### src/rtl/cmult_pkg.sv
package cmult_pkg;
   // Registers from input to output, identical for both arithmetic forms.
   localparam int unsigned CMULT_LATENCY = 6;

   typedef enum logic {
      ARCH_FOUR  = 1'b0,
      ARCH_THREE = 1'b1
   } cmult_arch_e;
endpackage

### src/rtl/cmult_wide_mul.sv
// Signed multiply with two register stages. Operands wider than the
// primitive are split into an unsigned low chunk of PRIM_W-1 bits and a
// signed high chunk; the four partial products are then summed.
module cmult_wide_mul #(
   parameter int A_W    = 20,
   parameter int B_W    = 19,
   parameter int PRIM_W = 18
) (
   input  logic                     clk,
   input  logic signed [A_W-1:0]    a,
   input  logic signed [B_W-1:0]    b,
   output logic signed [A_W+B_W-1:0] p
);
   localparam int L   = PRIM_W - 1;
   localparam int P_W = A_W + B_W;

   generate
      if (A_W <= PRIM_W && B_W <= PRIM_W) begin : g_single
         logic signed [P_W-1:0] prod_q;
         logic signed [P_W-1:0] prod_qq;
         always_ff @(posedge clk) begin
            prod_q  <= a * b;
            prod_qq <= prod_q;
         end
         assign p = prod_qq;
      end else begin : g_split
         localparam int AX = (A_W > L) ? A_W : L + 1;
         localparam int BX = (B_W > L) ? B_W : L + 1;
         localparam int AH = AX - L;
         localparam int BH = BX - L;

         logic signed [AX-1:0] a_ext;
         logic signed [BX-1:0] b_ext;
         logic signed [L:0]    a_lo, b_lo;
         logic signed [AH-1:0] a_hi;
         logic signed [BH-1:0] b_hi;

         assign a_ext = AX'(a);
         assign b_ext = BX'(b);
         assign a_lo  = {1'b0, a_ext[L-1:0]};
         assign b_lo  = {1'b0, b_ext[L-1:0]};
         assign a_hi  = a_ext[AX-1:L];
         assign b_hi  = b_ext[BX-1:L];

         logic signed [2*L+1:0]  pp_ll;
         logic signed [BH+L:0]   pp_lh;
         logic signed [AH+L:0]   pp_hl;
         logic signed [AH+BH-1:0] pp_hh;
         logic signed [P_W-1:0]  sum_q;

         always_ff @(posedge clk) begin
            pp_ll <= a_lo * b_lo;
            pp_lh <= a_lo * b_hi;
            pp_hl <= a_hi * b_lo;
            pp_hh <= a_hi * b_hi;
            sum_q <= (P_W'(pp_hh) <<< (2 * L))
                   + ((P_W'(pp_lh) + P_W'(pp_hl)) <<< L)
                   + P_W'(pp_ll);
         end
         assign p = sum_q;
      end
   endgenerate
endmodule

### src/rtl/cmult_round_sat.sv
// Drops SHIFT fraction bits with round-half-to-even, clamps to OUT_W and
// registers the result; the register is zero when the sample is not valid.
module cmult_round_sat #(
   parameter int IN_W  = 41,
   parameter int SHIFT = 17,
   parameter int OUT_W = 20
) (
   input  logic                    clk,
   input  logic                    rst_n,
   input  logic                    in_v,
   input  logic signed [IN_W-1:0]  x,
   output logic signed [OUT_W-1:0] y
);
   localparam int QW = IN_W - SHIFT + 1;

   logic signed [QW-2:0]  whole;
   logic [SHIFT-1:0]      frac;
   logic                  bump;
   logic signed [QW-1:0]  rounded;
   logic signed [OUT_W-1:0] clamped;

   assign whole   = x[IN_W-1:SHIFT];
   assign frac    = x[SHIFT-1:0];
   assign bump    = frac[SHIFT-1] & ((|frac[SHIFT-2:0]) | whole[0]);
   assign rounded = {whole[QW-2], whole} + {{(QW-1){1'b0}}, bump};

   generate
      if (QW > OUT_W) begin : g_clamp
         localparam logic signed [QW-1:0] MAXV = {{(QW-OUT_W+1){1'b0}}, {(OUT_W-1){1'b1}}};
         localparam logic signed [QW-1:0] MINV = {{(QW-OUT_W+1){1'b1}}, {(OUT_W-1){1'b0}}};
         always_comb begin
            if (rounded > MAXV)      clamped = MAXV[OUT_W-1:0];
            else if (rounded < MINV) clamped = MINV[OUT_W-1:0];
            else                     clamped = rounded[OUT_W-1:0];
         end
      end else begin : g_extend
         assign clamped = OUT_W'(rounded);
      end
   endgenerate

   always_ff @(posedge clk or negedge rst_n) begin
      if (!rst_n)    y <= '0;
      else if (in_v) y <= clamped;
      else           y <= '0;
   end
endmodule

### src/rtl/cmult_top.sv
module cmult_top
   import cmult_pkg::*;
#(
   parameter int          DATA_W = 20,
   parameter int          TW_W   = 19,
   parameter int          OUT_W  = 20,
   parameter int          PRIM_W = 18,
   parameter cmult_arch_e ARCH   = ARCH_FOUR
) (
   input  logic                     clk,
   input  logic                     rst_n,
   input  logic                     in_valid,
   input  logic signed [DATA_W-1:0] d_re,
   input  logic signed [DATA_W-1:0] d_im,
   input  logic signed [TW_W-1:0]   w_re,
   input  logic signed [TW_W-1:0]   w_im,
   output logic                     out_valid,
   output logic signed [OUT_W-1:0]  y_re,
   output logic signed [OUT_W-1:0]  y_im
);
   localparam int LAT    = CMULT_LATENCY;
   localparam int PW     = DATA_W + TW_W;
   localparam int FULL_W = PW + 2;
   localparam int SHIFT  = TW_W - 2;

   initial begin
      if (DATA_W < 2 || TW_W < 4 || PRIM_W < 2 || OUT_W < 2)
         $fatal(1, "cmult_top: widths too small");
      if (DATA_W + 1 > 2 * PRIM_W - 1 || TW_W + 1 > 2 * PRIM_W - 1)
         $fatal(1, "cmult_top: operand exceeds one split level");
      if (OUT_W > FULL_W - SHIFT)
         $fatal(1, "cmult_top: output wider than full result");
   end

   // Valid travels beside the datapath.
   logic [LAT-1:0] vld;
   always_ff @(posedge clk or negedge rst_n) begin
      if (!rst_n) vld <= '0;
      else        vld <= {vld[LAT-2:0], in_valid};
   end
   assign out_valid = vld[LAT-1];

   // Stage 1: capture operands.
   logic signed [DATA_W-1:0] ar, ai;
   logic signed [TW_W-1:0]   br, bi;
   always_ff @(posedge clk) begin
      ar <= d_re;
      ai <= d_im;
      br <= w_re;
      bi <= w_im;
   end

   logic signed [FULL_W-1:0] re_full, im_full;

   generate
      if (ARCH == ARCH_FOUR) begin : g_four
         // Stage 2 only holds operands so both forms share one latency.
         logic signed [DATA_W-1:0] ar2, ai2;
         logic signed [TW_W-1:0]   br2, bi2;
         logic signed [PW-1:0]     p_rr, p_ii, p_ri, p_ir;
         always_ff @(posedge clk) begin
            ar2 <= ar;
            ai2 <= ai;
            br2 <= br;
            bi2 <= bi;
         end
         cmult_wide_mul #(.A_W(DATA_W), .B_W(TW_W), .PRIM_W(PRIM_W))
            u_rr (.clk(clk), .a(ar2), .b(br2), .p(p_rr));
         cmult_wide_mul #(.A_W(DATA_W), .B_W(TW_W), .PRIM_W(PRIM_W))
            u_ii (.clk(clk), .a(ai2), .b(bi2), .p(p_ii));
         cmult_wide_mul #(.A_W(DATA_W), .B_W(TW_W), .PRIM_W(PRIM_W))
            u_ri (.clk(clk), .a(ar2), .b(bi2), .p(p_ri));
         cmult_wide_mul #(.A_W(DATA_W), .B_W(TW_W), .PRIM_W(PRIM_W))
            u_ir (.clk(clk), .a(ai2), .b(br2), .p(p_ir));
         always_ff @(posedge clk) begin
            re_full <= FULL_W'(p_rr) - FULL_W'(p_ii);
            im_full <= FULL_W'(p_ri) + FULL_W'(p_ir);
         end
      end else begin : g_three
         // Stage 2: pre-adders, one bit wider than their inputs.
         logic signed [DATA_W:0]   s_data;
         logic signed [TW_W:0]     s_dif, s_sum;
         logic signed [DATA_W-1:0] ar2, ai2;
         logic signed [TW_W-1:0]   br2;
         logic signed [PW:0]       k1, k2, k3;
         always_ff @(posedge clk) begin
            s_data <= (DATA_W+1)'(ar) + (DATA_W+1)'(ai);
            s_dif  <= (TW_W+1)'(bi) - (TW_W+1)'(br);
            s_sum  <= (TW_W+1)'(br) + (TW_W+1)'(bi);
            ar2    <= ar;
            ai2    <= ai;
            br2    <= br;
         end
         cmult_wide_mul #(.A_W(DATA_W+1), .B_W(TW_W), .PRIM_W(PRIM_W))
            u_k1 (.clk(clk), .a(s_data), .b(br2), .p(k1));
         cmult_wide_mul #(.A_W(DATA_W), .B_W(TW_W+1), .PRIM_W(PRIM_W))
            u_k2 (.clk(clk), .a(ar2), .b(s_dif), .p(k2));
         cmult_wide_mul #(.A_W(DATA_W), .B_W(TW_W+1), .PRIM_W(PRIM_W))
            u_k3 (.clk(clk), .a(ai2), .b(s_sum), .p(k3));
         always_ff @(posedge clk) begin
            re_full <= FULL_W'(k1) - FULL_W'(k3);
            im_full <= FULL_W'(k1) + FULL_W'(k2);
         end
      end
   endgenerate

   // Stage 6: round and clamp.
   cmult_round_sat #(.IN_W(FULL_W), .SHIFT(SHIFT), .OUT_W(OUT_W))
      u_rs_re (.clk(clk), .rst_n(rst_n), .in_v(vld[LAT-2]), .x(re_full), .y(y_re));
   cmult_round_sat #(.IN_W(FULL_W), .SHIFT(SHIFT), .OUT_W(OUT_W))
      u_rs_im (.clk(clk), .rst_n(rst_n), .in_v(vld[LAT-2]), .x(im_full), .y(y_im));
endmodule

### config.mk
export PLATFORM = sky130hd
export DESIGN_NAME = cmult_top
export DESIGN_NICKNAME = d
export VERILOG_FILES = /design/src/rtl/cmult_pkg.sv /design/src/rtl/cmult_wide_mul.sv /design/src/rtl/cmult_round_sat.sv /design/src/rtl/cmult_top.sv
export SDC_FILE = /design/constraint.sdc
export NUM_CORES = 2
export LEC_CHECK = 0
export ABC_CLOCK_PERIOD_IN_PS = 7100
export BUFFER_PORTS_ARGS = -buffer_cell sky130_fd_sc_hd__buf_4
export CAP_MARGIN = 15
export CORE_ASPECT_RATIO = 0.75
export CORE_MARGIN = 4
export CORE_UTILIZATION = 43
export DETAILED_ROUTE_END_ITERATION = 6
export SYNTH_ARGS = -nofsm -noshare
export SYNTH_HDL_FRONTEND = slang
export SYNTH_SLANG_ARGS = --single-unit
### constraint.sdc
create_clock -name clk -period 7.1 [get_ports clk]
set_input_delay 0.71 -clock clk [delete_from_list [all_inputs] [get_ports clk]]
set_output_delay 0.71 -clock clk [all_outputs]
set_load 0.01 [all_outputs]
==> metrics.txt <==
leading area contributor after synthesis fa_1; vias per cell 5.220; drt total wl 222300 um; layout cells sized above 1 6.246%; largest net degree at the start of global routing 47; hold path cells 1; CP Max Fanout 18; CTS HTree Levels 3; drt pass-1 iters 6; TNS Setup 0 ns; Placer Congestion roughly 0.93; clock skew after layout between 0.05 and 0.06 ns; CP endpoint kind register; worst-margin pin slew 1.072 ns; Max Cap Viol 0; Syn Inst Count 8362; Avg WL per Cell around 20 um; Die X 495.4 um; kind of critical path register to register; DRT iter0 DRCs 4178; synth cell count leaders 1327 x inv_1, 990 x fa_1, 952 x ha_1, 931 x nand2_1, 712 x dfxtp_1; CTS Buf Count 88; CTS sink cnt 758; relative max-transition margin 28.19%; R2R depth 23; register area share after synthesis approximately a fifth; hold_sp d_im[16]; Slew Viols, Final 0; clk_lat worst skew between 0.7 and 0.8 ns; initial antenna violation count 48; Final nets 10472; Detail Route Antenna Nets 0; final-report hold violation count 0; post-synth top area share 25.87%; Vias 56874; R2R Setup Slk 0.30 ns; Synth area leaders fa_1 26%, dfxtp_1 19%, ha_1 16%; core area approximately 180000 um2; flip-flop and latch count after synthesis 758; Ys Warns 0; RR Endpoint g_four.u_ri.g_split.pp_ll[31]; vias in the first global route 57814; DR DRC count 0; clock slew seen by the registers of the worst setup and hold paths 0.07 ns; Required @ worst endpoint 7.74 ns; WP data arrival 7.44 ns; starting density of the core 43.46%; top_reg_cell synth dfxtp_1; maximum clock frequency 147.2 MHz; Port Buffer Count 121; gr usage total 24.27%; first-pass GRT wire length 345500 um; Overflow after GRT 0; Final setup viols 0; RSZ-0062 raised after global routing no; synthesized area per cell around 9 um2; Die Area 185000 um2; Layout Area Growth over Synthesis 10.17%; io pins 122; Yosys cell types 88; Synthesized Nets 10385; DP Wirelength about 180000 um; maximum clock path buffer count 3; final cycle utilization of the critical path 95.71%; Setup crit start kind register; Die Y 373.5 um; count leader, synth inv_1; synthesized area 76600 um2; Root Buffer clkbuf_16; min Tclk post-route 6.796 ns; Row Count 133; postcts setup bufs 0; asr flop ratio synth 6.069%; CTS tree yes; HP Class primary input to register; Reg2Reg Launch Point g_four.ar2[8]; status complete, no violations; EDFF count, synth 0; Worst Hold End ai[16]
-- stage by stage --
| step | std cells | worst slack, ns | cell area (um2) | hold slack [ns] | util (%) |
|---|---|---|---|---|---|
| after global placement | 10699 | 0.1995 | 80950 | 0.3105 | 45.93 |
| final | 10896 | 0.3044 | 84390 | 0.07067 | 47.88 |
| after floorplan | 8362 | 0.6279 | 76600 | 0.3096 | - |
| after global routing | 10880 | 0.004973 | 84350 | 0.03166 | 47.86 |
| after CTS | 10880 | 0.09849 | 84300 | 0.0003019 | 47.84 |
| after detailed placement | 10700 | 0.1329 | 80960 | 0.3120 | 45.94 |
-- how the worst max path moves through the flow --
stage / startpoint / end / depth (start not counted)
finish: g_four.ar2[8] / g_four.u_ri.g_split.pp_ll[31] / 23
global route: g_four.ai2[4] / g_four.u_ii.g_split.pp_ll[31] / 20
CTS: g_four.ar2[7] / g_four.u_rr.g_split.pp_ll[30] / 19
detailed placement: g_four.ar2[7] / g_four.u_rr.g_split.pp_ll[32] / 19
global placement: g_four.bi2[5] / g_four.u_ri.g_split.pp_ll[29] / 22
floorplan: g_four.ar2[0] / g_four.u_rr.g_split.pp_ll[33] / 24
-- worst max-delay path: stages (launching register included) --
cell      delay, ns
dfxtp_1        0.47
buf_4          0.33
nand2_1        0.12
fa_1           0.55
inv_1          0.06
fa_1           0.55
fa_1           0.46
fa_1           0.47
fa_1           0.49
inv_1          0.05
fa_1           0.47
inv_1          0.04
ha_1           0.30
buf_4          0.17
and3_1         0.22
and3_1         0.23
a221oi_1       0.48
o21ai_0        0.18
o21ai_0        0.21
buf_4          0.15
nand3b_1       0.10
a31o_2         0.24
a21oi_1        0.17
xnor2_1        0.19
-- layout make-up --
| class | instances | area, um2 |
|---|---|---|
| fillers | 16631 | 91840 |
| multi-input cells | 5938 | 54950 |
| flip-flops and latches | 758 | 15430 |
| inverters | 1330 | 4992 |
| well taps | 2362 | 2955 |
| repair buffers | 333 | 2877 |
| clock buffers | 104 | 2375 |
| clock inverters | 55 | 760.7 |
| diodes | 16 | 40.04 |
-- routing by layer --
| metal | share of wire [%] | up-vias | GRT usage [%] |
|---|---|---|---|
| met4 | 2.9 | 4 | 6.588 |
| met2 | 39 | 2103 | 33.60 |
| li1 | - | 26659 | - |
| met3 | 9.2 | 267 | 5.306 |
| met5 | 0.010 | - | 0 |
| met1 | 49 | 27841 | 37.57 |
-- cells in the final DEF, fill, tap and decap left out, types with 82 or more instances in the layout --
cell type     n
inv_1      1327
nand3_1      91
a21o_1      154
xnor2_1     343
a21oi_1     361
buf_4       284
nand2_1     931
and2_1      617
clkbuf_16    90
ha_1        952
xor2_1      131
nor2_1      318
nor3_1       82
dfxtp_1     692
o21ai_0     170
nand2b_1    115
fa_1        990
-- registers in the layout, summed over array words and instances (netlist names), 21 cells and up --
| register | cells |
|---|---|
| re_full | 40 |
| g_four.u_ir.p | 39 |
| g_four.u_ir.g_split.pp_ll | 34 |
| g_four.u_rr.g_split.pp_hl | 21 |
| g_four.u_ri.p | 39 |
| g_four.u_ir.g_split.pp_hl | 21 |
| g_four.u_ri.g_split.pp_ll | 34 |
| g_four.u_rr.p | 39 |
| g_four.u_ii.g_split.pp_hl | 21 |
| g_four.u_rr.g_split.pp_ll | 34 |
| g_four.u_ii.g_split.pp_ll | 34 |
| g_four.u_ii.p | 39 |
| im_full | 40 |
| g_four.u_ri.g_split.pp_hl | 21 |
-- cell families (layout without fill, tap and decap cells) --
| kind of cell | Yosys count | in the layout | share of synthesized area, % |
|---|---|---|---|
| adders and majority gates | 1942 | 1942 | 41.43 |
| other | 0 | 16 | 0 |
| xor gates and xnor gates | 474 | 474 | 5.420 |
| AOI/OAI and AO/OA | 1142 | 1142 | 9.670 |
| buffers and inverters | 1666 | 1822 | 8.167 |
| DFF | 758 | 758 | 20.11 |
| muxes | 4 | 4 | 0.05391 |
| and+or+nand+nor | 2376 | 2376 | 15.15 |
-- timing repair --
| action | 4_1_cts | 5_1_grt |
|---|---|---|
| hold endpoints to repair | 66 | 0 |
| gates resized for setup | 0 | 16 |
| hold buffers | 21 | 0 |
| setup endpoints to repair | 0 | 19 |
Power is not shown: default switching activity piles up to over one toggle a cycle in this logic, so the estimate is an artifact.
